## src/rtl/tms_pkg.sv

```systemverilog
package tms_pkg;

    localparam int TMS_ENT    = 8;
    localparam int TMS_MARK_W = 16;
    localparam int TMS_BUF_W  = 3;
    localparam int TMS_IDX_W  = $clog2(TMS_ENT);
    localparam int TMS_NBUF   = 1 << TMS_BUF_W;

    typedef enum logic [1:0] {
        TK_TX    = 2'b00,
        TK_RX    = 2'b01,
        TK_REF   = 2'b10,
        TK_WATCH = 2'b11
    } trig_kind_e;

    typedef struct packed {
        logic                  valid;
        trig_kind_e            kind;
        logic [TMS_BUF_W-1:0]  bufi;
        logic [TMS_MARK_W-1:0] mark;
    } tms_entry_t;

    // index of the lowest set bit (0 when none set)
    function automatic logic [TMS_IDX_W-1:0] lowest_idx(input logic [TMS_ENT-1:0] v);
        logic [TMS_IDX_W-1:0] r;
        r = '0;
        for (int i = TMS_ENT - 1; i >= 0; i--) begin
            if (v[i]) r = TMS_IDX_W'(i);
        end
        return r;
    endfunction

endpackage

```

## src/rtl/tms_mem.sv

```systemverilog
module tms_mem
    import tms_pkg::*;
#(
    parameter int N_ENT  = TMS_ENT,
    parameter int IDX_W  = $clog2(N_ENT)
) (
    input  logic                  clk,
    input  logic                  rst,
    input  logic                  wr_en,
    input  logic [IDX_W-1:0]      wr_addr,
    input  tms_entry_t            wr_ent,
    input  logic                  ref_commit,
    input  logic [TMS_MARK_W-1:0] cycle_time,
    input  logic [N_ENT-1:0]      grant,
    output logic [N_ENT-1:0]      req,
    output tms_entry_t            ent [N_ENT]
);

    logic [N_ENT-1:0] fired_q;
    logic [N_ENT-1:0] pend_q;
    logic [N_ENT-1:0] hit;

    for (genvar g = 0; g < N_ENT; g++) begin : g_ent
        logic sel;
        assign sel    = wr_en && (wr_addr == IDX_W'(g));
        assign hit[g] = ent[g].valid && !fired_q[g] && (ent[g].mark == cycle_time);

        always_ff @(posedge clk) begin
            if (rst) begin
                ent[g]     <= '0;
                fired_q[g] <= 1'b0;
                pend_q[g]  <= 1'b0;
            end else if (sel) begin
                ent[g]     <= wr_ent;
                fired_q[g] <= 1'b0;
                pend_q[g]  <= 1'b0;
            end else begin
                fired_q[g] <= ref_commit ? 1'b0 : (fired_q[g] | hit[g]);
                pend_q[g]  <= req[g] & ~grant[g];
            end
        end

        // a granted entry is not granted again on the next cycle
        p_no_regrant_r4: assert property (@(posedge clk) disable iff (rst)
            (grant[g] && !ref_commit && !wr_en) |=> !grant[g]);
    end

    assign req = pend_q | hit;

endmodule

```

## src/rtl/tms_arb.sv

```systemverilog
module tms_arb
    import tms_pkg::*;
#(
    parameter int N_ENT = TMS_ENT,
    parameter int IDX_W = $clog2(N_ENT)
) (
    input  logic                 clk,
    input  logic                 rst,
    input  logic [N_ENT-1:0]     req,
    input  tms_entry_t           ent [N_ENT],
    output logic [N_ENT-1:0]     grant,
    output logic                 g_vld,
    output trig_kind_e           g_kind,
    output logic [TMS_BUF_W-1:0] g_buf
);

    logic [IDX_W-1:0] idx;

    always_comb begin
        idx   = lowest_idx(req);
        g_vld = |req;
        grant = '0;
        if (g_vld) grant[idx] = 1'b1;
        g_kind = ent[idx].kind;
        g_buf  = ent[idx].bufi;
    end

    // any pending request yields exactly one grant inside the request set
    p_grant_in_req_r5: assert property (@(posedge clk) disable iff (rst)
        (|req) |-> ($onehot0(grant) && (|(grant & req))));

endmodule

```

## src/rtl/tms_status.sv

```systemverilog
module tms_status
    import tms_pkg::*;
(
    input  logic                 clk,
    input  logic                 rst,
    input  logic                 g_vld,
    input  trig_kind_e           g_kind,
    input  logic [TMS_BUF_W-1:0] g_buf,
    input  logic                 rx_frame_valid,
    input  logic [TMS_BUF_W-1:0] rx_frame_buf,
    input  logic                 ref_commit,
    input  logic                 err_clr,
    output logic                 tx_trig,
    output logic                 rx_trig,
    output logic                 ref_trig,
    output logic                 watch_trig,
    output logic [TMS_BUF_W-1:0] trig_buf,
    output logic [TMS_NBUF-1:0]  miss_msg,
    output logic                 ref_missing
);

    logic [TMS_NBUF-1:0] seen_q, seen_n;
    logic                watch_go;

    assign watch_go = g_vld && (g_kind == TK_WATCH);

    always_comb begin
        seen_n = ref_commit ? '0 : seen_q;
        if (rx_frame_valid) seen_n[rx_frame_buf] = 1'b1;
    end

    always_ff @(posedge clk) begin
        if (rst) begin
            tx_trig     <= 1'b0;
            rx_trig     <= 1'b0;
            ref_trig    <= 1'b0;
            watch_trig  <= 1'b0;
            trig_buf    <= '0;
            miss_msg    <= '0;
            ref_missing <= 1'b0;
            seen_q      <= '0;
        end else begin
            tx_trig    <= g_vld && (g_kind == TK_TX);
            rx_trig    <= g_vld && (g_kind == TK_RX);
            ref_trig   <= g_vld && (g_kind == TK_REF);
            watch_trig <= watch_go;
            trig_buf   <= g_vld ? g_buf : '0;
            seen_q     <= seen_n;
            if (g_vld && (g_kind == TK_RX)) miss_msg[g_buf] <= !seen_q[g_buf];
            if (watch_go)                    ref_missing <= 1'b1;
            else if (err_clr || ref_commit)  ref_missing <= 1'b0;
        end
    end

    // pulses are mutually exclusive
    p_one_pulse_r10: assert property (@(posedge clk) disable iff (rst)
        $onehot0({tx_trig, rx_trig, ref_trig, watch_trig}));
    // a watch pulse comes with the error flag raised
    p_watch_sets_r8: assert property (@(posedge clk) disable iff (rst)
        watch_trig |-> ref_missing);
    // the flag holds without a clear source
    p_sticky_r8: assert property (@(posedge clk) disable iff (rst)
        (ref_missing && !err_clr && !ref_commit) |=> ref_missing);
    // commit clears the flag unless a watch fires at the same time
    p_commit_clr_r9: assert property (@(posedge clk) disable iff (rst)
        (ref_commit && !watch_go) |=> !ref_missing);

endmodule

```

## src/rtl/tmark_sched.sv

```systemverilog
module tmark_sched
    import tms_pkg::*;
#(
    parameter int N_ENT  = TMS_ENT,
    parameter int IDX_W  = $clog2(N_ENT)
) (
    input  logic                  clk,
    input  logic                  rst,
    input  logic [TMS_MARK_W-1:0] cycle_time,
    input  logic                  ref_commit,
    input  logic                  wr_en,
    input  logic [IDX_W-1:0]      wr_addr,
    input  logic [TMS_MARK_W-1:0] wr_mark,
    input  logic [1:0]            wr_kind,
    input  logic [TMS_BUF_W-1:0]  wr_buf,
    input  logic                  wr_valid,
    input  logic                  err_clr,
    input  logic                  rx_frame_valid,
    input  logic [TMS_BUF_W-1:0]  rx_frame_buf,
    output logic                  tx_trig,
    output logic                  rx_trig,
    output logic                  ref_trig,
    output logic                  watch_trig,
    output logic [TMS_BUF_W-1:0]  trig_buf,
    output logic [TMS_NBUF-1:0]   miss_msg,
    output logic                  ref_missing
);

    tms_entry_t           wr_ent;
    tms_entry_t           ent [N_ENT];
    logic [N_ENT-1:0]     req, grant;
    logic                 g_vld;
    trig_kind_e           g_kind;
    logic [TMS_BUF_W-1:0] g_buf;

    always_comb begin
        wr_ent.valid = wr_valid;
        wr_ent.kind  = trig_kind_e'(wr_kind);
        wr_ent.bufi  = wr_buf;
        wr_ent.mark  = wr_mark;
    end

    tms_mem #(.N_ENT(N_ENT), .IDX_W(IDX_W)) i_mem (
        .clk(clk), .rst(rst), .wr_en(wr_en), .wr_addr(wr_addr), .wr_ent(wr_ent),
        .ref_commit(ref_commit), .cycle_time(cycle_time), .grant(grant),
        .req(req), .ent(ent)
    );

    tms_arb #(.N_ENT(N_ENT), .IDX_W(IDX_W)) i_arb (
        .clk(clk), .rst(rst), .req(req), .ent(ent), .grant(grant),
        .g_vld(g_vld), .g_kind(g_kind), .g_buf(g_buf)
    );

    tms_status i_status (
        .clk(clk), .rst(rst), .g_vld(g_vld), .g_kind(g_kind), .g_buf(g_buf),
        .rx_frame_valid(rx_frame_valid), .rx_frame_buf(rx_frame_buf),
        .ref_commit(ref_commit), .err_clr(err_clr),
        .tx_trig(tx_trig), .rx_trig(rx_trig), .ref_trig(ref_trig),
        .watch_trig(watch_trig), .trig_buf(trig_buf),
        .miss_msg(miss_msg), .ref_missing(ref_missing)
    );

endmodule

```

## config.mk

```make
export PLATFORM = sky130hd
export DESIGN_NAME = tmark_sched
export DESIGN_NICKNAME = d
export VERILOG_FILES = /design/src/rtl/tms_pkg.sv /design/src/rtl/tms_mem.sv /design/src/rtl/tms_arb.sv /design/src/rtl/tms_status.sv /design/src/rtl/tmark_sched.sv
export SDC_FILE = /design/constraint.sdc
export NUM_CORES = 1
export LEC_CHECK = 0
export BUFFER_PORTS_ARGS = -buffer_cell sky130_fd_sc_hd__buf_2
export CORE_UTILIZATION = 30
export DETAILED_ROUTE_END_ITERATION = 12
export GPL_TIMING_DRIVEN = 1
export PLACE_DENSITY = 0.47
export SLEW_MARGIN = 0
export SYNTH_ARGS = -nofsm -noshare
export SYNTH_HDL_FRONTEND = slang
export SYNTH_SLANG_ARGS = --single-unit
```

## constraint.sdc

```tcl
create_clock -name clk -period 5.16 [get_ports clk]
set_input_delay 0.516 -clock clk [delete_from_list [all_inputs] [get_ports clk]]
set_output_delay 0.516 -clock clk [all_outputs]
set_load 0.01 [all_outputs]
```

======== Yosys cells after proc, flatten, opt, wreduce, memory -nomap -nowiden ========
Index checks and enable logic that the tools add are counted.
storage, ports and cells
  flip-flop bits (word level) ............. 216
  output and inout bits ................... 16
cells by class
  $lt $le $gt $ge ......................... 7
  equal/unequal tests ..................... 18
  multiplexer cells ....................... 25
  bitwise gates (word level) .............. 28
  reductions and logical operators ........ 62
operators with widths
  cell                  number
  $eq A16 B16 Y1        8
  $bmux W22 S3          1
  $mux W21              2
  $logic_and A1 B1 Y1   31
  $mux W3               8
  $mux W8               3
  $reduce_or A3 Y1      8
  $reduce_or A2 Y1      9
  $or A8 B8 Y8          2
  $eq A3 B3 Y1 const B  4
  $lt A3 B4 Y1 const B  3
  $demux W1 S3          3
  $ge A3 B1 Y1 const B  3
  $logic_not A1 Y1      9
  $not A1 Y1            9
  $and A1 B1 Y1         8
  $bwmux W8             1
  $or A1 B1 Y1          8
  $reduce_or A8 Y1      1
  $eq A3 B2 Y1 const B  2
  $mux W1               6
  $eq A2 B2 Y1 const B  2
  $ge A4 B4 Y1 const B  1
  $not A3 Y4            1
  other kinds (7)       7

======== Longest topological paths before layout ========
Gate-level depths: netlist of run 1.
  depth in word-level cells ............... 21
  gate-level depth with buffers ........... 13
  mapped depth without buffers ............ 11

======== Modules after synthesis ========
From an unflattened synthesis of run 1, not the netlist that was laid out.
second synthesis, totals
  cell total of the unflattened synthesis .. 1247
  area, all modules ....................... 9942.0 um^2
modules (own cells, without submodules)
  module      instances  cells an instance  area an instance (um^2)  seq. area each (um^2)
  tms_mem     1          1063               8399.3                   3843.7
  tms_status  1          97                 991.0                    480.5
  tms_arb     1          87                 551.8                    0.0

======== Worst setup path before layout of run 1 ========
Ideal clock, no wire load.
  path kind ............................... input to register
  start ................................... input cycle_time[10]
  end ..................................... register i_status.miss_msg[0]
  library setup time ...................... 72 ps
  arrival time ............................ 3294 ps
  data required time ...................... 5088 ps
  setup slack ............................. 1794 ps
  stages on the path ...................... 12
  path buffers ............................ 1
  cells stage by stage .................... buf_4 -> xor2_1 -> nor4_1 -> nand4b_1 -> o31a_1 -> a21o_1 -> nor2_4 -> mux2_4 -> a32o_1 -> a211o_1 -> nor4b_2 -> mux2i_1
between the ends
  cells in the longest elaborated chain, start to end .. 20
  elaborated cells between the ends (all ways) .. 41
  classes of those cells .................. 2 x order compare; 9 x eq/ne; 16 x mux; 2 x bitwise; 12 x reduce/logical
ends and longest elaborated chain
  item                                                                line                          RTL
  from (decl)                                                         tmark_sched.sv:9              input logic [TMS_MARK_W-1:0] cycle_time,
  $eq A16 B16 Y1                                                      tms_mem.sv:26                 assign hit[g] = ent[g].valid && !fired_q[g] && (ent[g].mark == cycle_time);
  $logic_and A1 B1 Y1                                                 tms_mem.sv:26
  $or A8 B8 Y8 (*)                                                    tms_mem.sv:48                 assign req = pend_q | hit;
  $mux W3 (8 in series)                                               tms_pkg.sv:28                 if (v[i]) r = TMS_IDX_W'(i);
  $not A3 Y4 (not written as such)                                    tms_arb.sv:24, tms_arb.sv:25
  $bmux W22 S3                                                        tms_arb.sv:24, tms_arb.sv:25
  $mux W21 (not written as such) (2 in series)                        tms_arb.sv:24                 g_kind = ent[idx].kind;
  $lt A3 B4 Y1 (not written as such) or $ge A3 B1 Y1 (tied branches)  tms_status.sv:49              if (g_vld && (g_kind == TK_RX)) miss_msg[g_buf] <= !seen_q[g_buf];
  $logic_and A1 B1 Y1 (not written as such)                           tms_status.sv:49
  $mux W1 (not written as such)                                       tms_status.sv:49
  $demux W1 S3                                                        -
  $bwmux W8                                                           tms_status.sv:49
  to (signal, indexed assignment)                                     tms_status.sv:49
  to (decl)                                                           tms_status.sv:18              output logic [TMS_NBUF-1:0] miss_msg,
Every way passes the cells marked *; elsewhere a longest branch is shown, timed or not. The select of a mux whose other input is x is not followed.
A chain may end at the register's enable or synchronous reset.

======== Worst setup path after layout of run 1 ========
  start ................................... register i_mem.ent[23] (netlist name)
  end ..................................... register i_status.miss_msg[0]
between the ends
  cells in the longest elaborated chain, start to end .. 19
  elaborated cells between the ends (all ways) .. 26
  classes of those cells .................. 2 x order compare; 2 x eq/ne; 15 x mux; 2 x bitwise; 5 x reduce/logical
ends and longest elaborated chain
  item                                                                line
  $eq A16 B16 Y1 (*)                                                  tms_mem.sv:26
  $logic_and A1 B1 Y1 (*)                                             tms_mem.sv:26
  $or A8 B8 Y8 (*)                                                    tms_mem.sv:48
  $mux W3 (7 in series)                                               tms_pkg.sv:28
  $not A3 Y4 (not written as such)                                    tms_arb.sv:24, tms_arb.sv:25
  $bmux W22 S3                                                        tms_arb.sv:24, tms_arb.sv:25
  $mux W21 (not written as such) (2 in series)                        tms_arb.sv:24
  $lt A3 B4 Y1 (not written as such) or $ge A3 B1 Y1 (tied branches)  tms_status.sv:49
  $logic_and A1 B1 Y1 (not written as such)                           tms_status.sv:49
  $mux W1 (not written as such)                                       tms_status.sv:49
  $demux W1 S3                                                        -
  $bwmux W8                                                           tms_status.sv:49
Marks and branches as above.

==> out/metrics.yaml, run 1 <==
clocking:
  cts_hold_buf: 0
  clockBufferDepth: 3
  cts_buffers: 26
  clk_latency_ps: 540
  post_cts_buffers: 0
  htreeDepth: 1
  clk_pin_slew_worst_paths_ps: 60
  cts_sinks: 216
  cts_resized: 0
  cts-root-buf: "clkbuf_16"
  cts_tree: "done"
sta:
  timing_hold_violations_final: 0
  finalCritPeriodShare: 0.765
  fin_skew_ps: 27.4
  tns_ps: 0
  drv_slew: 0
  setup_viol: 0
  final.min_clock_period_ps: 3950
  worst_pin_slew_ps: 1200
  clock.fmax_mhz: 253
  slew_headroom: 0.197
  rsz0062_at_grt: "no"
layout:
  fin_util: 0.348
  layout-drive-gt1-share: 0.120
  antennaDiodeCount: 0
  areaGrowthSynthToFinish_pct: 14.3
  final_net_count: 1301
synth:
  syn_avg_cell_area_um2: 7.99
  ys_seq_elements: 216
  synth_top_area_frac: 0.436
  synth_area_leaders: "dfxtp_1 (44%), nand2_1 (14%), a21oi_1 (9.2%), xor2_1 (7.5%), xnor2_1 (3.8%)"
  synthFlopType: "dfxtp_1"
  ys.warnings.count: 0
  async_reset_ff_frac: 0
  synth_largest_area_cell: "dfxtp_1"
  syn_inst: 1241
  ys_seq_area_frac: 0.436
  synthesis.nets: 1291
  synth.distinct_cells: 64
  syn_area_mm2: 0.00991
  synth_edf_count: 0
setup_path:
  path_cells: "xor2_1 > nor4_1 > nand4b_1 > o31ai_1 > or2_2 > and3_1 > a221oi_1 > mux2_2 > a211oi_4 > nor4b_2 > mux2i_1"
  required_ps: 5610
  end_kind: "register"
  crit_buf_inv: 0
  startpoint_type: "register"
  cp_max_fo: 8
  max_stage_delay_ps: 700
  worst-setup-path-type: "reg -> reg"
  critPathTopFamily: "simple AND/OR/NAND/NOR gates"
  arrival_ps: 4400
  slowest_stage: "nor4_1"
flow_run:
  maxCapViolCount: 0
placement:
  dp_hpwl_um: 23000
  io_buffer_count: 65
  gpl.final_weighted_congestion: 0.860
run_status:
  failed_checks: "DRC"
  outcome: "finished, violations left"
floorplan:
  io_pins: 66
  die_h_um: 184
  die_area_mm2: 0.0338
  dieWidth_um: 184
  coreArea_mm2: 0.0325
  rows: 66
  start_util: 0.305
routing:
  vias: 8534
  drc: 1
  drt-total-wl_um: 34800
  ant_nets: 0
  first_iter_violations: 591
  first_pass_iters: 9
  detail_route.wl_per_cell_um: 20.3
  vias_per_cell: 4.98
pwr:
  peakVddDrop_uv: 235
  leakagePower_nw: 4.13
  power.density_mw_per_mm2: 336
min_path:
  hold_path.class: "in -> reg"
grt:
  grt_pass1_wl_um: 52100
  gr-usage-all-layers: 0.207
  grt_max_degree: 101
  globalRoute.totalOverflow: 0
  antenna_found_initial: 0
  grt_pass1_vias: 8090
## synthesized netlist by cell type, types with 7 or more instances
cell type,number
nand3_1,14
clkbuf_1,58
nand4_1,10
nor2_1,31
inv_1,18
nand2_1,373
nor2b_1,7
a21oi_1,183
mux2i_1,11
nor4_1,28
nor3_1,12
clkbuf_2,22
buf_4,9
nand4b_1,7
o21ai_0,7
o211a_1,9
dfxtp_1,216
buf_2,7
xnor2_1,43
nand2b_1,11
xor2_1,85
## cells in the final DEF, fill, tap and decap left out, drive strengths merged, types with 10 or more instances in the layout
| cell | Yosys | layout |
|---|---|---|
| xnor2 | 43 | 43 |
| nor2 | 32 | 32 |
| a21oi | 185 | 185 |
| xor2 | 85 | 85 |
| nor3 | 12 | 12 |
| buf | 18 | 80 |
| nand2b | 11 | 11 |
| mux2i | 11 | 11 |
| nand4 | 10 | 10 |
| dfxtp | 216 | 216 |
| clkbuf | 80 | 40 |
| inv | 18 | 18 |
| nor4 | 28 | 28 |
| nand2 | 374 | 374 |
| nand3 | 14 | 14 |
## worst reg2reg max path, cell delays in order, from the launching register on
cell      delay [ps]
dfxtp_1          320
xor2_1           210
nor4_1           710
nand4b_1         290
o31ai_1          370
or2_2            210
and3_1           410
a221oi_1         140
mux2_2           330
a211oi_4         360
nor4b_2          300
mux2i_1          210
## per-stage QoR
stage / total power, mW / cell area [um2] / worst slack [ps] / hold WS [ps] / std cells
2_1_floorplan: 1.95 / 9910 / 1790 / 432 / 1241
3_3_place_gp: 2.06 / 10500 / 757 / 446 / 1665
3_5_place_dp: 2.06 / 10500 / 722 / 449 / 1665
4_1_cts: 3.84 / 11300 / 1180 / 274 / 1712
5_1_grt: 3.94 / 11300 / 963 / 295 / 1712
6_report: 3.81 / 11300 / 1210 / 285 / 1712
## logic make-up after synthesis
family,synth area share
AO/OA/AOI/OAI,0.161
XOR/XNOR,0.113
buffers and inverters,0.0525
flip-flops,0.436
multiplexers,0.0160
other,0.000378
AND/OR/NAND/NOR,0.220
## layer usage
layer | global-route usage | wire, um
met5 | 0 | 0
met3 | 0.0200 | 1540
met2 | 0.360 | 16900
met1 | 0.274 | 15700
met4 | 0.0467 | 626
## flip-flops by register name, indices dropped and copies added (netlist names)
signal	flops
i_status.seen_q	8
i_status.trig_buf	3
i_mem.ent	176
i_mem.fired_q	8
i_status.watch_trig	1
i_status.ref_trig	1
i_status.ref_missing	1
i_mem.pend_q	8
i_status.tx_trig	1
i_status.miss_msg	8
i_status.rx_trig	1
## power by group
group | total [mW] | switching [mW] | internal [mW]
clock network | 1.79 | 0.742 | 1.04
registers | 1.72 | 0.0201 | 1.70
logic | 0.303 | 0.217 | 0.0863
total | 3.81 | 0.979 | 2.83
## layout make-up
cell class / instances / area, um2
Clock buffer: 40 / 783
Timing Repair Buffer: 80 / 444
Clock inverter: 7 / 55.1
Inverter: 18 / 67.6
Tap cell: 442 / 553
Multi-Input combinational cell: 909 / 5100
Fill cell: 3485 / 21200
Sequential cell: 216 / 4320
## path summary, 6_finish.rpt
path | cells past startpoint | slack (ps) | to | start
setup / recovery | 11 | 1210 | i_status.miss_msg[0]$_SDFFE_PP0P_ | i_mem.ent[23]$_SDFFE_PP0P_
setup reg to reg | 11 | 1210 | i_status.miss_msg[0]$_SDFFE_PP0P_ | i_mem.ent[23]$_SDFFE_PP0P_
hold reg to reg | 2 | 460 | i_mem.ent[86]$_SDFFE_PP0P_ | i_mem.ent[86]$_SDFFE_PP0P_
hold / removal | 2 | 290 | i_mem.fired_q[4]$_SDFF_PP0_ | ref_commit
No activity file was read; power rests on OpenSTA's default activity.
==> run 2: changes to the inputs <==
==> constraint.sdc (replaced) <==
create_clock -name clk -period 4 [get_ports clk]
set_input_delay 0.4 -clock clk [delete_from_list [all_inputs] [get_ports clk]]
set_output_delay 0.4 -clock clk [all_outputs]
set_load 0.01 [all_outputs]
==> run 2 against run 1 <==
The run still ends with DRC left. Fmax up 7.3%. Setup slack worse by 890 ps. Worst hold slack worse by 130 ps. Critical endpoint unchanged. Highest routed layer is now met5.
==> out/metrics.yaml, run 2 (synthesis results as in run 1) <==
routing:
  vias_per_cell: 4.96  # was 4.98
  route.met2.wl_um: 16300  # was 16900 um
  top_layer: "met5"  # was met4
  ant_nets: 0  # unchanged
  drc: 1  # unchanged
  vias: 8619  # was 8534
  first_iter_violations: 609  # was 591
  detail_route.wl_per_cell_um: 19.9  # was 20.3 um
  m1WireLength_um: 15500  # was 15700 um
  wl_met3_um: 1700  # was 1540 um
  drt-total-wl_um: 34600  # was 34800 um
  first_pass_iters: 9  # unchanged
sta:
  slew_headroom: 0.387  # was 0.197
  final.min_clock_period_ps: 3680  # was 3950 ps
  timing_hold_violations_final: 0  # unchanged
  setup_viol: 0  # unchanged
  whs_ps: 150  # was 285 ps
  fin_skew_ps: 25.0  # was 27.4 ps
  drv_slew: 0  # unchanged
  finalCritPeriodShare: 0.920  # was 0.765
  clock.fmax_mhz: 272  # was 253 MHz
  tns_ps: 0  # unchanged
  rsz0062_at_grt: "no"  # unchanged
  setup_ws_ps: 319  # was 1210 ps
  worst_pin_slew_ps: 916  # was 1200 ps
clocking:
  cts_sinks: 216  # unchanged
  clk_latency_ps: 540  # about the same
  clk_pin_slew_worst_paths_ps: 60  # about the same
  cts-root-buf: "clkbuf_16"  # unchanged
  htreeDepth: 1  # unchanged
  cts_buffers: 26  # unchanged
  cts_tree: "done"  # unchanged
  post_cts_buffers: 0  # unchanged
  clockBufferDepth: 3  # unchanged
setup_path:
  path_cells: "xor2_1 > nor4_1 > nand4b_1 > o31a_1 > a211oi_4 > o221ai_1 > o211a_1 > a211o_1 > a211oi_4 > nor4b_2 > mux2i_1"  # was xor2_1 > nor4_1 > nand4b_1 > o31ai_1 > or2_2 > and3_1 > a221oi_1 > mux2_2 > a211oi_4 > nor4b_2 > mux2i_1
  slowest_stage: "nor4_1"  # unchanged
  arrival_ps: 4130  # was 4400 ps
  cp_max_fo: 5  # was 8
  required_ps: 4450  # was 5610 ps
  end_kind: "register"  # unchanged
  worst-setup-path-type: "reg -> reg"  # unchanged
  startpoint_type: "register"  # unchanged
  path_common_cell: "a211oi_4"
  max_stage_delay_ps: 550  # was 700 ps
layout:
  areaGrowthSynthToFinish_pct: 17.3  # was 14.3%
  mostFrequentLayoutCells: "nand2_1 (373), dfxtp_1 (216), a21oi_1 (183)"  # unchanged
  largest_reg_flops: 176  # unchanged
  final_cells: 1738  # was 1712
  layout-drive-gt1-share: 0.140  # was 0.120
  fin_area_mm2: 0.0116  # was 0.0113 mm2
  final_net_count: 1327  # was 1301
  layout_commonest_cell: "nand2_1"  # unchanged
  fin_util: 0.357  # was 0.348
  largest_register: "i_mem.ent"  # unchanged
pwr:
  seq_power_share: 0.431  # was 0.452
  swShare: 0.244  # was 0.257
  total_power_mw: 5.15  # was 3.81 mW
  leakagePower_nw: 4.31  # was 4.13 nW
  power.density_mw_per_mm2: 443  # was 336 mW/mm2
  switching_power_mw: 1.26  # was 0.979 mW
  peakVddDrop_uv: 291  # was 235 uV
  pwr-share-clk: 0.491  # was 0.469
  internal-power_mw: 3.89  # was 2.83 mW
  p_comb_frac: 0.078  # was 0.080
placement:
  io_buffer_count: 65  # unchanged
  placed_cells: 1691  # was 1665
  gpl.final_weighted_congestion: 0.884  # was 0.860
  post-place-ws_ps: 8.65  # was 722 ps
  place_area_mm2: 0.0107  # was 0.0105 mm2
  dp_hpwl_um: 23000  # about the same
run_status:
  outcome: "finished, violations left"  # unchanged
  failed_checks: "DRC"  # unchanged
grt:
  grt_pass1_wl_um: 52300  # was 52100 um
  grt_max_degree: 90  # was 101
  globalRoute.totalOverflow: 0  # unchanged
  antenna_found_initial: 2  # was 0
  grt_pass1_vias: 8408  # was 8090
  gr-usage-all-layers: 0.207  # about the same
floorplan:
  rows: 66  # unchanged
  die_area_mm2: 0.0338  # unchanged
  die_h_um: 184  # unchanged
  io_pins: 66  # unchanged
  coreArea_mm2: 0.0325  # unchanged
  start_util: 0.305  # unchanged
  dieWidth_um: 184  # unchanged
flow_run:
  maxCapViolCount: 0  # unchanged
min_path:
  hold_path.class: "in -> reg"  # unchanged
run 2: final cells by class:
class | instances | area (um2)
Timing Repair Buffer | 106 | 639
Clock buffer | 38 | 766
Antenna cell | 1 | 2.50
Inverter | 18 | 67.6
Fill cell | 3488 | 20900
Tap cell | 442 | 553
Multi-Input combinational cell | 909 | 5120
Clock inverter | 8 | 155
Sequential cell | 216 | 4320
run 2: critical path: cells and delay by family (launching register included):
family,cells,cell delay (ps)
flip-flops,1,320
AND/OR/NAND/NOR,3,1110
multiplexers,1,210
AO/OA/AOI/OAI,6,1760
XOR/XNOR,1,180
run 2: per-layer routing:
metal	vias up	track usage
met5	-	0
met4	2	0.0710
met3	61	0.0250
met2	239	0.350
met1	4129	0.272
li1	4188	-
run 2: final timing paths:
| path | endpoint | depth (start not counted) | slack (ps) | start |
|---|---|---|---|---|
| worst max-delay path | i_status.miss_msg[0]$_SDFFE_PP0P_ | 11 | 320 | i_mem.ent[23]$_SDFFE_PP0P_ |
| worst min-delay path | i_mem.fired_q[4]$_SDFF_PP0_ | 2 | 150 | ref_commit |
| worst max register to register | i_status.miss_msg[0]$_SDFFE_PP0P_ | 11 | 320 | i_mem.ent[23]$_SDFFE_PP0P_ |
| worst min register to register | i_mem.ent[106]$_SDFFE_PP0P_ | 2 | 450 | i_mem.ent[106]$_SDFFE_PP0P_ |
run 2: what timing repair did:
item                       4_1_cts  5_1_grt
gates resized for setup          0        1
hold buffers                     0        0
setup endpoints to repair        0        1
hold endpoints to repair         0        0
run 2: power groups by stage:
stage | logic (mW) | clock network [mW] | registers, mW
2_1_floorplan | 0.251 | 0 | 2.26
3_3_place_gp | 0.401 | 0 | 2.26
3_5_place_dp | 0.401 | 0 | 2.27
4_1_cts | 0.402 | 2.58 | 2.22
5_1_grt | 0.434 | 2.67 | 2.22
6_report | 0.400 | 2.53 | 2.22
==> run 3: changes to the inputs <==
--- a/config.mk
+++ b/config.mk
@@ -10,6 +10,7 @@
 export DETAILED_ROUTE_END_ITERATION = 12
 export GPL_TIMING_DRIVEN = 1
 export PLACE_DENSITY = 0.47
+export REMOVE_ABC_BUFFERS = 1
 export SLEW_MARGIN = 0
 export SYNTH_ARGS = -nofsm -noshare
 export SYNTH_HDL_FRONTEND = slang
==> constraint.sdc (replaced) <==
create_clock -name clk -period 4 [get_ports clk]
set_input_delay 1.2 -clock clk [delete_from_list [all_inputs] [get_ports clk]]
set_output_delay 1.2 -clock clk [all_outputs]
set_load 0.01 [all_outputs]
==> run 3 against run 2 <==
The run now ends clean. Cell count rose by 6.1%. Die area did not move. Worst hold slack improved by 300 ps. Clock skew fell by 5.9 ps. Flip-flop and latch count did not move. Sequential power barely moved. Design area rose by 9.3%. Register-to-register slack improved by 210 ps. Global-route usage barely moved. Fmax fell by 6.9%. Routed wire length rose by 0.25%. Clock-buffer cell count fell by 1. Largest power group is now sequential cells.
==> out/metrics.yaml, run 3 (synthesis results as in run 1) <==
layout:
  antennaDiodeCount: 0  # was 1
  largest_reg_flops: 176  # unchanged
  fillers: 3392  # was 3488
  fin_area_mm2: 0.0127  # was 0.0116 mm2
  layout-drive-gt1-share: 0.228  # was 0.140
  final_net_count: 1440  # was 1327
  seqCellArea_mm2: 0.00432  # unchanged
  multi_input_comb_area_mm2: 0.00541  # was 0.00512 mm2
  largest_register: "i_mem.ent"  # unchanged
  fin_util: 0.391  # was 0.357
  final_cells: 1844  # was 1738
  mostFrequentLayoutCells: "nand2_1 (372), dfxtp_1 (216), a21oi_1 (181)"  # was nand2_1 (373), dfxtp_1 (216), a21oi_1 (183)
  areaGrowthSynthToFinish_pct: 28.3  # was 17.3%
  layout_commonest_cell: "nand2_1"  # unchanged
pwr:
  leakagePower_nw: 4.86  # was 4.31 nW
  total_power_mw: 4.87  # was 5.15 mW
  peakVddDrop_uv: 311  # was 291 uV
  power.density_mw_per_mm2: 383  # was 443 mW/mm2
setup_path:
  required_ps: 4460  # was 4450 ps
  startpoint_type: "input pin"  # was register
  worst-setup-path-type: "in -> reg"  # was reg -> reg
  cp_max_fo: 5  # unchanged
  arrival_ps: 4410  # was 4130 ps
  reg2reg_from: "i_mem.ent[97]$_SDFFE_PP0P_"  # was i_mem.ent[23]$_SDFFE_PP0P_
  crit_start: "cycle_time[9]"  # was i_mem.ent[23]$_SDFFE_PP0P_
  end_kind: "register"  # unchanged
clocking:
  htreeDepth: 1  # unchanged
  clk_latency_ps: 540  # about the same
  cts_tree: "done"  # unchanged
  cts_buffers: 26  # unchanged
  clk_pin_slew_worst_paths_ps: 60  # about the same
  cts_sinks: 216  # unchanged
  clockBufferDepth: 3  # unchanged
  cts-root-buf: "clkbuf_16"  # unchanged
sta:
  whs_ps: 453  # was 150 ps
  fin_skew_ps: 19.1  # was 25.0 ps
  clock.fmax_mhz: 253  # was 272 MHz
  timing_hold_violations_final: 0  # unchanged
  finalCritPeriodShare: 0.988  # was 0.920
  setup_ws_ps: 46.8  # was 319 ps
  worst_pin_slew_ps: 958  # was 916 ps
  final.min_clock_period_ps: 3950  # was 3680 ps
  tns_ps: 0  # unchanged
  setup_viol: 0  # unchanged
  rsz0062_at_grt: "yes"  # was no
  drv_slew: 0  # unchanged
  slew_headroom: 0.361  # was 0.387
placement:
  post-place-ws_ps: -652  # was 8.65 ps
  dp_hpwl_um: 22800  # was 23000 um
  gpl.final_weighted_congestion: 0.824  # was 0.884
  io_buffer_count: 65  # unchanged
  placed_cells: 1785  # was 1691
  place_area_mm2: 0.0114  # was 0.0107 mm2
grt:
  grt_pass1_wl_um: 52700  # was 52300 um
  grt_max_degree: 94  # was 90
  antenna_found_initial: 1  # was 2
  grt_pass1_vias: 8559  # was 8408
  globalRoute.totalOverflow: 0  # unchanged
  gr-usage-all-layers: 0.207  # about the same
routing:
  drt-total-wl_um: 34700  # was 34600 um
  first_pass_iters: 5  # was 9
  vias_per_cell: 4.86  # was 4.96
  first_iter_violations: 600  # was 609
  ant_nets: 0  # unchanged
  drc: 0  # was 1
  detail_route.wl_per_cell_um: 18.8  # was 19.9 um
  vias: 8960  # was 8619
floorplan:
  dieWidth_um: 184  # unchanged
  coreArea_mm2: 0.0325  # unchanged
  rows: 66  # unchanged
  start_util: 0.305  # unchanged
  die_area_mm2: 0.0338  # unchanged
  die_h_um: 184  # unchanged
  io_pins: 66  # unchanged
min_path:
  hold_start: "i_mem.ent[86]$_SDFFE_PP0P_"  # was ref_commit
  hold_path.class: "reg -> reg"  # was in -> reg
run_status:
  outcome: "finished clean"  # was finished, violations left
flow_run:
  maxCapViolCount: 0  # unchanged
## run 3: worst max-delay path: stages
cell and delay, ps:
buf_4 150, xor2_1 180, nor4_1 430, nand2_1 130, buf_6 160, o31a_1 340, a21o_4 270, o21ai_4 180
buf_6 120, nand3_2 70, a211o_1 350, a211oi_4 330, nor4b_2 290, mux2i_1 210
## run 3: path summary, 6_finish.rpt
kind	to	slack, ps	cells past startpoint
worst min-delay path	i_mem.ent[86]$_SDFFE_PP0P_	450	2
worst max register to register	i_status.miss_msg[0]$_SDFFE_PP0P_	530	13
worst max-delay path	i_status.miss_msg[0]$_SDFFE_PP0P_	50	14
worst min register to register	i_mem.ent[86]$_SDFFE_PP0P_	450	2
## run 3: routing by layer
layer,track usage,wire [um],vias to the layer above
met5,0,10,-
met4,0.0547,765,2
met3,0.0246,1750,50
met2,0.323,15100,219
met1,0.300,17100,4273
li1,-,-,4416
## run 3: final cells by class
cell class / instances / area share
clock buffer: 37 / 0.0584
clock inverter: 3 / 0.00226
inverter: 18 / 0.00531
multi-input combinational: 910 / 0.425
sequential: 216 / 0.340
tap: 442 / 0.0435
timing repair buffer: 218 / 0.125
## run 3: where the power goes
group          leakage, nW  internal (mW)  switching (mW)
Combinational         2.74          0.174           0.287
Clock                0.374           1.27           0.916
Sequential            1.75           2.19          0.0263
## run 3: what timing repair did
action	in CTS	in global routing
gates resized for setup	3	82
setup endpoints to repair	5	10
setup buffers	1	19
hold buffers	0	0
cloned	0	1
pin swaps	2	42
